`src/rtl/dual_lane_interleaver.sv`:
```
module dual_lane_interleaver #(
  parameter int W   = 10,
  parameter int LAT = 5
) (
  input  logic         clk,
  input  logic         rst_n,
  input  logic [W-1:0] samp_a,
  input  logic [W-1:0] samp_b,
  input  logic         fmt_twos,
  input  logic         oe_n,
  input  logic         pd,
  output logic [W-1:0] dout,
  output logic         dout_en,
  output logic         chan_a
);
  localparam int CW = $clog2(LAT + 1);
  localparam logic [W-1:0] MSB = {1'b1, {(W-1){1'b0}}};

  logic         ph;
  logic [W-1:0] pa [LAT];
  logic [W-1:0] pb [LAT];
  logic [W-1:0] bhold, bus;
  logic [CW-1:0] fill;
  logic         live;

  wire          rise  = !ph && !pd;
  wire          fall  = ph && !pd;
  wire          full  = (fill == CW'(LAT));
  wire [W-1:0]  fmask = fmt_twos ? MSB : '0;

  always_ff @(posedge clk or negedge rst_n)
    if (!rst_n)   ph <= 1'b0;
    else if (!pd) ph <= ~ph;

  always_ff @(posedge clk or negedge rst_n)
    if (!rst_n) begin
      pa[0] <= '0;
      pb[0] <= '0;
    end else if (rise) begin
      pa[0] <= samp_a;
      pb[0] <= samp_b;
    end

  for (genvar i = 1; i < LAT; i++) begin : g_stage
    always_ff @(posedge clk or negedge rst_n)
      if (!rst_n) begin
        pa[i] <= '0;
        pb[i] <= '0;
      end else if (rise) begin
        pa[i] <= pa[i-1];
        pb[i] <= pb[i-1];
      end
  end

  always_ff @(posedge clk or negedge rst_n)
    if (!rst_n)              fill <= '0;
    else if (rise && !full)  fill <= fill + 1'b1;

  always_ff @(posedge clk or negedge rst_n)
    if (!rst_n) begin
      bus   <= '0;
      bhold <= '0;
      live  <= 1'b0;
    end else if (rise && full) begin
      bus   <= pa[LAT-1] ^ fmask;
      bhold <= pb[LAT-1];
      live  <= 1'b1;
    end else if (fall && live) begin
      bus   <= bhold ^ fmask;
    end

  assign dout    = oe_n ? '0 : bus;
  assign dout_en = !oe_n;
  assign chan_a  = ph;
endmodule

```
`config.mk`:
```
export PLATFORM = sky130hd
export DESIGN_NAME = dual_lane_interleaver
export DESIGN_NICKNAME = d
export VERILOG_FILES = /design/src/rtl/dual_lane_interleaver.sv
export SDC_FILE = /design/constraint.sdc
export NUM_CORES = 1
export LEC_CHECK = 0
export CORE_UTILIZATION = 40
export DETAILED_ROUTE_END_ITERATION = 12
export MAX_ROUTING_LAYER = met4
export PLACE_DENSITY_LB_ADDON = 0.1
export SLEW_MARGIN = 20
export SYNTH_ARGS = -nofsm -noshare
export SYNTH_HDL_FRONTEND = slang
export SYNTH_SLANG_ARGS = --single-unit
export TNS_END_PERCENT = 5
```
`constraint.sdc`:
```
create_clock -name clk -period 1.9 [get_ports clk]
set_input_delay 0.38 -clock clk [delete_from_list [all_inputs] [get_ports clk]]
set_output_delay 0.38 -clock clk [all_outputs]
set_load 0.01 [all_outputs]
```
==> metrics.yaml <==
global_route:
  busiest_layer: "met2"
  grt_pass1_wl_um: 13100
  grt_pass1_vias: 2647
  use_met3_pct: 4.55
  antenna_found_initial: 0
  grt_usage_pct: 14.1
  grt_max_degree: 32
  overflow: 0
  grtUsageMet2_pct: 19.4
  grt_util_met1_pct: 18.0
final_layout:
  diodes: 0
  fin_nets: 395
  drive_above_1_share_pct: 42.0
  syn2layout_area_growth_pct: 24.5
  fill_cells: 1065
  stdcell_count: 528
  stdcell_area_um2: 6120
critical_path:
  critPathBufInv: 1
  cp-end-kind: "primary output"
  cp-startpoint: "bus[7]"
  crit-reg2reg-launch: "fill[1]"
  r2r_end: "bhold[1]"
  worstSetupPathDepth: 2
  cp_top_family: "buffers and inverters"
  required_ps: 1520
  path_class: "reg2out"
  startpoint_type: "flop"
  rr_worst_depth: 4
  slowest_stage: "clkdlybuf4s50_1"
  rrSetupSlack_ps: 310
  slowest_delay_ps: 540
  cp.arrival_ps: 1450
  crit_fanout: 2
  crit_chain: "nor2b_1 -> clkdlybuf4s50_1"
  crit_end: "dout[7]"
clock_network:
  cts.htree.levels: 4
  clk-insertion-delay-late_ps: 410
  cts_tree: "done"
  cts-root-buf: "clkbuf_16"
  clkSinkCount: 125
  path_clk_slew_ps: 50
  clockBufferDepth: 2
  cts_buffers: 17
drt:
  ant_nets: 0
  vias: 2563
  first_pass_iters: 5
  wirelength_um: 7380
  routed_via_density: 4.85
  avgRoutedWirePerCell_um: 14.0
  drc_errors: 0
  drtIter0Drc: 70
synthesis:
  synth_cell_types: 23
  async_flop_share_pct: 100
  netlist.top_cell.by_area: "dfrtp_1"
  synthTopCellsByArea: "dfrtp_1 (64%), mux2_2 (25%), buf_6 (2.5%)"
  avgSynthCellArea_um2: 15.8
  yosysSeqAreaShare_pct: 63.6
  syn_nets: 338
  synth_flop_cell: "dfrtp_1"
  synth_edf_count: 0
  syn_inst: 311
  synthesis.area_um2: 4920
  synth_top_area_share_pct: 63.6
  synth_warnings: 0
  synth-seq-cells: 125
sta:
  maxSlewViolCount: 0
  min_period_over_period_pct: 96.1
  min_period_ps: 1830
  setup_viol: 0
  tns_ps: 0
  max_freq_mhz: 548
  rsz0062_at_grt: "false"
  fin_skew_ps: 7.49
  fin_ws_ps: 73.8
  tightest_slew_ps: 497
  finalHoldViolCount: 0
  max_slew_margin_pct: 66.8
power:
  peakVddDrop_mv: 0.583
  powerDensity_nw_per_um2: 1700
  power.leakage_nw: 2.65
placed_design:
  place_ws_ps: -168
  dpl_cell_area_um2: 5550
  portBuffers: 36
  place_congestion: 0.683
  place_inst: 495
  hpwl_um: 5050
floorplan:
  core_area_um2: 12000
  rows: 40
  start_util_pct: 40.9
  die_x_um: 113
  dieArea_um2: 12700
  dieHeight_um: 113
  top_level_ports: 37
outcome:
  status: "finished clean"
flow_run:
  drv_cap: 0
min_path:
  hp-class: "in2async"
[per-layer routing]
layer  vias up  part of all wire, %  routed length (µm)
met2        47                   44                3240
li1       1217                    -                   -
met4         0                  2.6                 193
met1      1285                   50                3660
met3        14                  3.9                 291
met5         -                    0                   0
[report_power, final]
group / total, mW / switching (mW) / internal [mW]
logic: 2.64 / 0.875 / 1.76
clock network: 3.03 / 1.04 / 1.98
registers: 4.74 / 0.711 / 4.03
total: 10.4 / 2.63 / 7.77
[stage by stage]
| step | util (%) | power [mW] | hold slack, ps |
|---|---|---|---|
| 4_1_cts | 50.9 | 10.6 | 436 |
| 2_1_floorplan | - | 6.66 | 84.4 |
| 3_3_place_gp | 46.2 | 7.37 | 334 |
| 6_report | 51.0 | 10.4 | 442 |
| 3_5_place_dp | 46.2 | 7.50 | 334 |
| 5_1_grt | 51.0 | 11.1 | 457 |
[cell families after synthesis]
| family | share of synthesized area (%) |
|---|---|
| AOI/OAI and AO/OA | 2.04 |
| and+or+nand+nor | 3.28 |
| buffers and inverters | 3.16 |
| xor gates and xnor gates | 0.356 |
| adders and majority gates | 0.509 |
| muxes | 27.0 |
| DFF | 63.6 |
[worst min path at each step]
stage,startpoint,endpoint,slack [ps],depth (start not counted)
after floorplan,rst_n,bhold[0],80,0
final,rst_n,pb[49],440,2
after detailed placement,rst_n,pb[49],330,1
after CTS,rst_n,fill[2],440,2
after global placement,rst_n,pb[49],330,1
after global routing,rst_n,pa[9],460,2
[synth_stat cells, drive strengths merged (2+ instances only)]
master,instances
xnor2,2
o21ai,10
nor2b,11
inv,2
nor2,3
mux2i,9
a22o,2
dfrtp,125
ha,2
nand2,10
mux2,110
buf,15
[state kept, by name (all words and copies together), names as in the netlist]
| register | flops |
|---|---|
| bhold | 10 |
| pa | 50 |
| pb | 50 |
| chan_a | 1 |
| bus | 10 |
| fill | 3 |
| live | 1 |
[repair_timing]
action | in CTS | in global routing
hold buffers | 1 | 0
gates resized for setup | 1 | 3
setup buffers | 0 | 0
endpoints found under the setup margin | 11 | 3
hold endpoints to repair | 22 | 0
[area by class of cell]
class                      count  area, µm²  share of cell area, %
sequential                   125       3130                   51.1
multi-input combinational    168       1640                   26.8
inverter                       2       7.51                  0.123
tap                          147        184                   3.00
timing repair buffer          54        599                   9.79
clock inverter                 8       90.1                   1.47
clock buffer                  24        472                   7.70
[placed cells by master, fill, tap and decap left out]
cell type	Yosys	final
ha_1	2	2
clkinv_2	0	6
clkbuf_8	0	2
nor3_1	1	1
dfrtp_2	0	1
nand3b_1	1	1
o21ai_0	10	10
or2_2	1	1
a211o_1	1	1
buf_12	0	8
dlygate4sd3_1	0	1
nor2_4	0	1
mux2_2	110	110
clkdlybuf4s50_1	0	32
and3b_1	1	1
mux2i_1	9	9
nor2_1	3	2
a211oi_2	1	1
buf_4	0	10
inv_1	2	2
nor2b_1	11	11
clkbuf_1	1	5
dlygate4sd2_1	0	1
dlymetal6s2s_1	0	2
a21oi_1	1	1
bufinv_16	0	2
dfrtp_1	125	124
xnor2_1	2	2
nand2_1	10	10
a31oi_1	1	1
and4bb_4	1	1
a22o_1	2	2
clkbuf_16	0	17
Power figures use the tool's default switching activity.
